### src/rtl/crf_pkg.sv
package crf_pkg;
  localparam int DATA_W    = 64;
  localparam int IDX_W     = 6;
  localparam int NUM_SLOTS = 40;

  localparam logic [IDX_W-1:0] SLOT_LIMIT = IDX_W'(NUM_SLOTS);
  localparam logic [IDX_W-1:0] S_CR0   = IDX_W'(0);
  localparam logic [IDX_W-1:0] S_CR3   = IDX_W'(3);
  localparam logic [IDX_W-1:0] S_CR4   = IDX_W'(4);
  localparam logic [IDX_W-1:0] S_CR8   = IDX_W'(8);
  localparam logic [IDX_W-1:0] S_DR4   = IDX_W'(20);
  localparam logic [IDX_W-1:0] S_DR5   = IDX_W'(21);
  localparam logic [IDX_W-1:0] S_DR6   = IDX_W'(22);
  localparam logic [IDX_W-1:0] S_DR7   = IDX_W'(23);
  localparam logic [IDX_W-1:0] S_FCW   = IDX_W'(24);
  localparam logic [IDX_W-1:0] S_FSW   = IDX_W'(25);
  localparam logic [IDX_W-1:0] S_FTW   = IDX_W'(26);
  localparam logic [IDX_W-1:0] S_FTOP  = IDX_W'(27);
  localparam logic [IDX_W-1:0] S_FOP   = IDX_W'(28);
  localparam logic [IDX_W-1:0] S_FISEG = IDX_W'(29);
  localparam logic [IDX_W-1:0] S_FIOFF = IDX_W'(30);
  localparam logic [IDX_W-1:0] S_FOSEG = IDX_W'(31);
  localparam logic [IDX_W-1:0] S_FOOFF = IDX_W'(32);
  localparam logic [IDX_W-1:0] S_SIMD  = IDX_W'(33);
  localparam logic [IDX_W-1:0] S_PAT   = IDX_W'(34);
  localparam logic [IDX_W-1:0] S_RCAP  = IDX_W'(35);
  localparam logic [IDX_W-1:0] S_MCAP  = IDX_W'(36);
  localparam logic [IDX_W-1:0] S_SCFG  = IDX_W'(37);
  localparam logic [IDX_W-1:0] S_MTOP  = IDX_W'(38);
  localparam logic [IDX_W-1:0] S_APIC  = IDX_W'(39);

  localparam int CR0_ET   = 4;
  localparam int CR0_PG   = 31;
  localparam int CR4_PSE  = 4;
  localparam int CR4_PAE  = 5;
  localparam int CR4_PGE  = 7;
  localparam int APIC_BSP = 8;
  localparam int TOP_LSB  = 11;
  localparam int TOP_W    = 3;

  // Write command handed from decode to storage.
  typedef struct packed {
    logic              wr;
    logic [IDX_W-1:0]  slot;
    logic [DATA_W-1:0] data;
  } wrCmd_t;

  function automatic logic [DATA_W-1:0] lowMask(input int w);
    lowMask = (DATA_W'(1) << w) - DATA_W'(1);
  endfunction

  function automatic logic [DATA_W-1:0] resetValue(input logic [IDX_W-1:0] s);
    case (s)
      S_CR0:   resetValue = DATA_W'(64'h0000_0000_6000_0010);
      S_DR6:   resetValue = DATA_W'(64'h0000_0000_FFFF_0FF0);
      S_DR7:   resetValue = DATA_W'(64'h0000_0000_0000_0400);
      S_PAT:   resetValue = DATA_W'(64'h0007_0406_0007_0406);
      S_RCAP:  resetValue = DATA_W'(64'h0508);
      S_MCAP:  resetValue = DATA_W'(64'h0104);
      S_SCFG:  resetValue = DATA_W'(64'h0002_0601);
      S_MTOP:  resetValue = DATA_W'(64'h0400_0000);
      S_APIC:  resetValue = DATA_W'(64'hFEE0_0800);
      default: resetValue = '0;
    endcase
  endfunction
endpackage

### src/rtl/crf_ctl.sv
module crf_ctl
  import crf_pkg::*;
(
  input  logic [IDX_W-1:0]  idx,
  input  logic              wrEn,
  input  logic [DATA_W-1:0] wrData,
  input  logic              longMode,
  input  logic              curPg,
  input  logic [2:0]        curCr4Paging,
  output wrCmd_t            cmd,
  output logic [IDX_W-1:0]  rdSlot,
  output logic              legal,
  output logic              fullFlush,
  output logic              ngFlush
);
  logic [IDX_W-1:0]  slot;
  logic [DATA_W-1:0] keepMask;
  logic              accept;

  always_comb begin
    slot = idx;
    if (idx == S_DR4) slot = S_DR6;
    if (idx == S_DR5) slot = S_DR7;
  end

  always_comb begin
    legal = (idx < SLOT_LIMIT);
    if (idx == IDX_W'(1)) legal = 1'b0;
    if (idx >= IDX_W'(5) && idx <= IDX_W'(7)) legal = 1'b0;
    if (idx > S_CR8 && idx <= IDX_W'(15)) legal = 1'b0;
  end

  always_comb begin
    case (slot)
      S_FTOP:                keepMask = lowMask(TOP_W);
      S_FTW:                 keepMask = lowMask(8);
      S_FSW, S_FCW, S_FOP:   keepMask = lowMask(16);
      S_SIMD:                keepMask = lowMask(32);
      S_FISEG, S_FOSEG:      keepMask = longMode ? '1 : lowMask(16);
      S_FIOFF, S_FOOFF:      keepMask = longMode ? '1 : lowMask(32);
      default:               keepMask = '1;
    endcase
  end

  assign accept   = wrEn & legal;
  assign rdSlot   = slot;
  assign cmd.wr   = accept;
  assign cmd.slot = slot;
  assign cmd.data = (wrData & keepMask) |
                    ((slot == S_CR0) ? (DATA_W'(1) << CR0_ET) : '0);

  assign fullFlush = accept &
    (((slot == S_CR0) & (curPg ^ wrData[CR0_PG])) |
     ((slot == S_CR4) &
      (|(curCr4Paging ^ {wrData[CR4_PGE], wrData[CR4_PAE], wrData[CR4_PSE]}))));
  assign ngFlush = accept & (slot == S_CR3);
endmodule

### src/rtl/crf_dp.sv
module crf_dp
  import crf_pkg::*;
(
  input  logic              clk,
  input  logic              rstN,
  input  wrCmd_t            cmd,
  input  logic [IDX_W-1:0]  rdSlot,
  input  logic              rdLegal,
  input  logic              coreIsZero,
  output logic [DATA_W-1:0] rdData,
  output logic              curPg,
  output logic [2:0]        curCr4Paging
);
  logic [NUM_SLOTS-1:0][DATA_W-1:0] regs;

  always_ff @(posedge clk or negedge rstN) begin
    if (!rstN) begin
      for (int i = 0; i < NUM_SLOTS; i++) regs[i] <= resetValue(IDX_W'(i));
    end else if (cmd.wr) begin
      regs[cmd.slot] <= cmd.data;
    end
  end

  always_comb begin
    rdData = '0;
    if (rdLegal) begin
      rdData = regs[rdSlot];
      if (rdSlot == S_FSW) rdData[TOP_LSB +: TOP_W] = regs[S_FTOP][TOP_W-1:0];
      if (rdSlot == S_APIC) rdData[APIC_BSP] = coreIsZero;
    end
  end

  assign curPg        = regs[S_CR0][CR0_PG];
  assign curCr4Paging = {regs[S_CR4][CR4_PGE], regs[S_CR4][CR4_PAE], regs[S_CR4][CR4_PSE]};


  hold_when_idle_chk: assert property (@(posedge clk) disable iff (!rstN)
    !cmd.wr |=> $stable(regs));

  et_forced_chk: assert property (@(posedge clk) disable iff (!rstN)
    (cmd.wr && cmd.slot == S_CR0) |=> regs[S_CR0][CR0_ET]);

  top_width_chk: assert property (@(posedge clk) disable iff (!rstN)
    regs[S_FTOP][DATA_W-1:TOP_W] == '0);
endmodule

### src/rtl/ctl_reg_file.sv
module ctl_reg_file
  import crf_pkg::*;
#(
  parameter int CORE_W = 8
) (
  input  logic              clk,
  input  logic              rstN,
  input  logic [IDX_W-1:0]  idx,
  input  logic              wrEn,
  input  logic [DATA_W-1:0] wrData,
  input  logic              longMode,
  input  logic [CORE_W-1:0] coreId,
  output logic [DATA_W-1:0] rdData,
  output logic              idxErr,
  output logic              itbFlushAll,
  output logic              dtbFlushAll,
  output logic              itbFlushNonGlobal,
  output logic              dtbFlushNonGlobal
);
  wrCmd_t           cmd;
  logic [IDX_W-1:0] rdSlot;
  logic             legal;
  logic             fullFlush;
  logic             ngFlush;
  logic             curPg;
  logic [2:0]       curCr4Paging;

  crf_ctl u_ctl (
    .idx          (idx),
    .wrEn         (wrEn),
    .wrData       (wrData),
    .longMode     (longMode),
    .curPg        (curPg),
    .curCr4Paging (curCr4Paging),
    .cmd          (cmd),
    .rdSlot       (rdSlot),
    .legal        (legal),
    .fullFlush    (fullFlush),
    .ngFlush      (ngFlush)
  );

  crf_dp u_dp (
    .clk          (clk),
    .rstN         (rstN),
    .cmd          (cmd),
    .rdSlot       (rdSlot),
    .rdLegal      (legal),
    .coreIsZero   (coreId == '0),
    .rdData       (rdData),
    .curPg        (curPg),
    .curCr4Paging (curCr4Paging)
  );

  assign idxErr            = !legal;
  assign itbFlushAll       = fullFlush;
  assign dtbFlushAll       = fullFlush;
  assign itbFlushNonGlobal = ngFlush;
  assign dtbFlushNonGlobal = ngFlush;


  flush_needs_write_chk: assert property (@(posedge clk) disable iff (!rstN)
    (itbFlushAll || itbFlushNonGlobal) |-> (wrEn && !idxErr));

  err_quiet_chk: assert property (@(posedge clk) disable iff (!rstN)
    idxErr |-> (!dtbFlushAll && !dtbFlushNonGlobal));

  cr3_flush_chk: assert property (@(posedge clk) disable iff (!rstN)
    (wrEn && idx == S_CR3) |-> dtbFlushNonGlobal);
endmodule

### config.mk
export PLATFORM = sky130hd
export DESIGN_NAME = ctl_reg_file
export DESIGN_NICKNAME = d
export VERILOG_FILES = /design/src/rtl/crf_pkg.sv /design/src/rtl/crf_ctl.sv /design/src/rtl/crf_dp.sv /design/src/rtl/ctl_reg_file.sv
export SDC_FILE = /design/constraint.sdc
export NUM_CORES = 2
export LEC_CHECK = 0
export CORE_AREA = 2 2 391 393
export CTS_CLUSTER_DIAMETER = 100
export CTS_CLUSTER_SIZE = 25
export DETAILED_ROUTE_END_ITERATION = 16
export DIE_AREA = 0 0 393 395
export DONT_BUFFER_PORTS = 1
export HOLD_SLACK_MARGIN = 0.08
export PLACE_DENSITY = 0.82
export SLEW_MARGIN = 20
export SYNTH_ARGS = -nofsm -noshare
export SYNTH_HDL_FRONTEND = slang
export SYNTH_SLANG_ARGS = --single-unit
### constraint.sdc
create_clock -name clk -period 4.8 [get_ports clk]
set_clock_uncertainty 0.1 [all_clocks]
set_input_delay 0.96 -clock clk [delete_from_list [all_inputs] [get_ports clk]]
set_output_delay 0.96 -clock clk [all_outputs]
set_load 0.03 [all_outputs]
Word-level counts from Yosys, hierarchy flattened
Cells that the tools add are included.
Storage, ports and cells
  flip-flop bits (word level): 2560
  output and inout bits: 69
Operators by class
  $lt $le $gt $ge: 7
  eq/ne operators: 16
  muxes and demuxes: 17
  bitwise operators: 10
  reductions and logical operators: 10
Operators with widths (number)
  $bwmux 2560: 1
  $bmux 64 s6: 1
  $demux 64 s6: 1
  $pmux 64 s6: 1
  $mux 64: 5
  $and 64x64->64: 1
  $or 64x64->64: 1
  $eq 6x5->1 const B: 10
  $eq 6x6->1 const B: 3
  $mux 6: 2
  $logic_not 8->1: 1
  $lt 6x7->1 const B: 1
  $eq 6x1->1 const B: 1
  $eq 6x2->1 const B: 1
  $eq 6x3->1 const B: 1
  $ge 6x1->1 const B: 1
  $ge 6x3->1 const B: 1
  $gt 6x4->1 const B: 1
  $le 6x3->1 const B: 1
  $le 6x4->1 const B: 1
  $logic_not 6->1: 1
  $lt 6x6->1 const B: 1
  $reduce_or 3->1: 2
  $and 1x1->1: 5
  9 further kinds: 15

Depth between registers and ports, before layout
  depth after elaboration: 9
  gate-level depth with buffers: 11

Cells and area by module
From an unflattened synthesis, not the netlist that was laid out.
Second synthesis, totals
  cell total of the unflattened synthesis: 7205
  area, all modules: 116419.2 um^2
By module, submodules not included
  crf_dp: instances 1, cells each 7079, area each 115502.0 um^2, sequential area each 64062.7 um^2
  crf_ctl: instances 1, cells each 120, area each 879.6 um^2, sequential area each 0.0 um^2
  ctl_reg_file: instances 1, cells each 6, area each 37.5 um^2, sequential area each 0.0 um^2

Worst setup path before layout
No wires, ideal clock.
  path type: input port to output port
  start point: in idx[4]
  end point: out rdData[26]
  arrival time: 3.230 ns
  setup slack: 0.510 ns
  stages: 10
  buffers on the path: 4
  path through: buf_2 -> buf_4 -> nand4bb_4 -> nand2_2 -> buf_4 -> buf_4 -> o22ai_1 -> a221oi_1 -> a21oi_1 -> nor4_1
Between the ends
  longest elaborated chain between the ends: 6
  elaborated cells on any way between the ends: 18
  classes of those cells: order compare (5); eq/ne (3); mux (8); reduce/logical (2)
Ends and longest elaborated chain
  start, declared: line ctl_reg_file.sv:8  | input logic [IDX_W-1:0] idx,
  $eq 6x5->1: line crf_ctl.sv:22  | if (idx == S_DR4) slot = S_DR6;
  $mux 6: line crf_ctl.sv:22
  $mux 6: line crf_ctl.sv:23  | if (idx == S_DR5) slot = S_DR7;
  $bmux 64 s6: line crf_dp.sv:27  | rdData = regs[rdSlot];
  $mux 64 (implied by the code): line crf_dp.sv:27
  $mux 64 (*): line crf_dp.sv:26  | if (rdLegal) begin
  end, declared: line ctl_reg_file.sv:13  | output logic [DATA_W-1:0] rdData,
Every way passes the cells marked *; elsewhere a longest branch is shown, timed or not. The select of a mux whose other input is x is not followed.

Worst setup path in the final report
  start point: in idx[1]
  end point: out rdData[37]
Same word-level chain as after synthesis.

==> flow_metrics.py <==
metrics = {
    "routing": {
        "drt-pass1-iter-count": 9,
        "viasPerCell": 6.874,
        "drc": 0,
        "ant_nets": 0,
        "dr_total_vias": 73982,
        "drt-wirelength-per-cell_um": 28.89,
        "dr.first_iter.drc_count": 11072,
        "wirelength_um": 310900,
    },
    "placement": {
        "place_congestion": 0.9161,
        "io_buffer_count": 0,
        "hpwlAfterDp_um": 180200,
    },
    "run_status": {
        "status": "finished with violations",
        "violations": "setup timing",
    },
    "worst_setup_path": {
        "crit_required_ps": 3740,
        "cp_common_cell": "buf_4",
        "start_kind": "primary input",
        "crit_fanout": 104,
        "worstSetupEndpointType": "output pin",
        "path_buf_inv": 4,
        "path_cells": "nor2_1 -> buf_4 -> o21ai_1 -> nand3_2 -> buf_4 -> o311ai_0 -> nor3_2 -> buf_4 -> buf_4",
        "arrival_ps": 3910,
        "r2r_slack_ps": 3660,
        "max_stage_delay_ps": 570,
        "slowest_stage": "nor3_2",
        "cp_top_family": "buffers and inverters",
        "worstSetupPathType": "primary input to output pin",
    },
    "synthesis": {
        "syn_area_per_cell_um2": 10.55,
        "async_flop_share": 1.000,
        "ys_types": 88,
        "synth_warnings": 0,
        "ys.flop_type": "dfrtp_1",
        "synth_nets": 9745,
        "syn-cell-area_mm2": 0.1020,
        "synth_cells": 9663,
        "ys_ff_latch": 2437,
        "yosysSeqAreaShare": 0.5989,
        "synth_edf_count": 0,
    },
    "timing": {
        "tightest_slew_ps": 1263,
        "worst_slack_ps": -174.0,
        "hold_slack_ps": 192.1,
        "setup_viol": 7,
        "fmax_ghz": 0.2010,
        "post-route-period-util": 1.036,
        "timing.final.crit_period_ps": 4974,
        "hold_viol_final": 0,
        "finalMaxSlewViolations": 0,
        "max_slew_margin": 0.1579,
    },
    "grt": {
        "grtUsageTotal": 0.3976,
        "overflow": 0,
        "grt_antenna_before_repair": 20,
        "grt_pass1_vias": 73312,
        "grt_pass1_wl_um": 461000,
        "grt_max_degree": 941,
    },
    "cts": {
        "post_cts_buffers": 0,
        "cts_made_buffers": 108,
        "cts_htree_levels": 3,
        "cts_tree": "built",
        "cts_max_path_buffers": 3,
        "cts_root_buf": "clkbuf_16",
        "clk_pin_slew_ps": 90,
        "cts.sinks": 2437,
        "clock_latency_ps": 770,
    },
    "floorplan": {
        "num_rows": 143,
        "die_w_um": 393,
        "ios": 151,
        "core-area_mm2": 0.1512,
        "design.die.area_mm2": 0.1552,
        "die_h_um": 395,
        "start_util": 0.6744,
    },
    "worst_hold_path": {
        "hp-class": "primary input to flop",
    },
    "cells_and_area": {
        "drive_gt1_frac": 0.1038,
        "area_growth_pct": 3.587,
        "nets": 8702,
    },
    "pwr": {
        "powerDensity_mw_per_mm2": 357.0,
        "leakagePower_nw": 48.89,
        "peakVddDrop_mv": 0.3413,
        "finalPower_mw": 37.70,
    },
    "flow_run": {
        "cap_violations": 0,
    },
}
## cells in the mapped netlist (all sizes together), types with 29 or more instances
cell | instances | share of area
dfrtp | 2376 | 0.58
nand2 | 1551 | 0.057
o21ai | 1546 | 0.076
clkbuf | 1128 | 0.042
buf | 414 | 0.025
mux2i | 384 | 0.038
a21oi | 298 | 0.015
and2 | 238 | 0.015
o22ai | 237 | 0.015
nor2b | 233 | 0.014
mux2 | 187 | 0.021
a211oi | 184 | 0.014
o221ai | 179 | 0.015
nor2 | 81 | 0.0032
nor3 | 77 | 0.0043
mux4 | 73 | 0.016
dfstp | 61 | 0.016
o21a | 51 | 0.0038
nand3 | 41 | 0.0024
o211ai | 31 | 0.0023
a21boi | 29 | 0.0021
## area by class of cell
cell class / count / area, um^2
flip-flops and latches: 2437 / 61060
inverters: 11 / 42.54
well taps: 2030 / 2540
fillers: 10153 / 45570
multi-input cells: 5674 / 34450
diodes: 20 / 50.05
clock inverters: 7 / 126.4
clock buffers: 196 / 3097
repair buffers: 388 / 4254
## sequential cells by signal (all words and copies together), names as in the netlist
register,cells
u_dp.curCr4Paging,3
u_dp.curPg,1
u_dp.regs,2433
## stage by stage
step | std cells | worst slack [ps] | area [um^2] | setup TNS, ps | utilization
final | 10763 | -174.0 | 105600 | -588.2 | 0.6986
after global routing | 10752 | -6.364 | 105600 | -6.364 | 0.6984
after CTS | 10722 | 44.15 | 105000 | 0 | 0.6945
after detailed placement | 10517 | 75.72 | 101700 | 0 | 0.6730
after global placement | 10514 | 14.38 | 101700 | 0 | 0.6724
after floorplan | 9663 | 509.9 | 102000 | 0 | -
## path summary, 6_finish.rpt
check                                 from         endpoint  cells past startpoint
setup / recovery                    idx[1]       rdData[37]                      9
hold reg to reg             u_dp.regs[658]   u_dp.regs[658]                      0
max in group asynchronous             rstN   u_dp.regs[155]                      7
min in group asynchronous             rstN  u_dp.regs[1909]                      2
hold / removal                   wrData[1]  u_dp.regs[2305]                      1
setup reg to reg           u_dp.regs[1729]  u_dp.regs[1729]                      1
## cells by family after synthesis
kind of cell,after synthesis,share of synthesized area
compound gates,2740,0.1576
flops,2437,0.5989
xor+xnor,4,0.0003437
mux,644,0.07448
simple gates,2285,0.1019
buf+inv,1553,0.06687
## routing by layer
metal / share of wire / track usage / routed length, um
met2: 0.43 / 0.5665 / 134500
met4: 0.069 / 0.2467 / 21540
met5: 0.00064 / 0 / 200
met1: 0.36 / 0.5334 / 112900
met3: 0.13 / 0.1273 / 41810
## power breakdown
group | switching (mW) | total [mW] | internal [mW]
Clock | 6.51 | 11.0 | 4.49
Sequential | 0.685 | 22.4 | 21.8
Combinational | 2.80 | 4.27 | 1.47
Total | 9.99 | 37.7 | 27.7
## cell usage in the layout, fill, tap and decap left out, types with 61 or more instances in the layout
cell type  Yosys  final
mux4_2        73     73
o221ai_1     178    178
a21oi_1      298    297
o21ai_0     1492   1491
mux2_2       175    175
a211oi_1     184    184
nor2b_1      232    230
dfrtp_1     2376   2376
and2_1       238    237
clkbuf_16      0    119
mux2i_1      384    384
buf_4        101    298
nor2_1        77     75
dfstp_2       61     61
nand2_1     1544   1542
o22ai_1      237    236
clkbuf_1    1125     85
nor3_1        67     63
## timing repair
action                     in CTS  in global routing
setup endpoints to repair       0                 68
gates resized for setup         0                  9
hold buffers                    2                  0
hold endpoints to repair      209                  0
(Power assumes the default switching activity.)
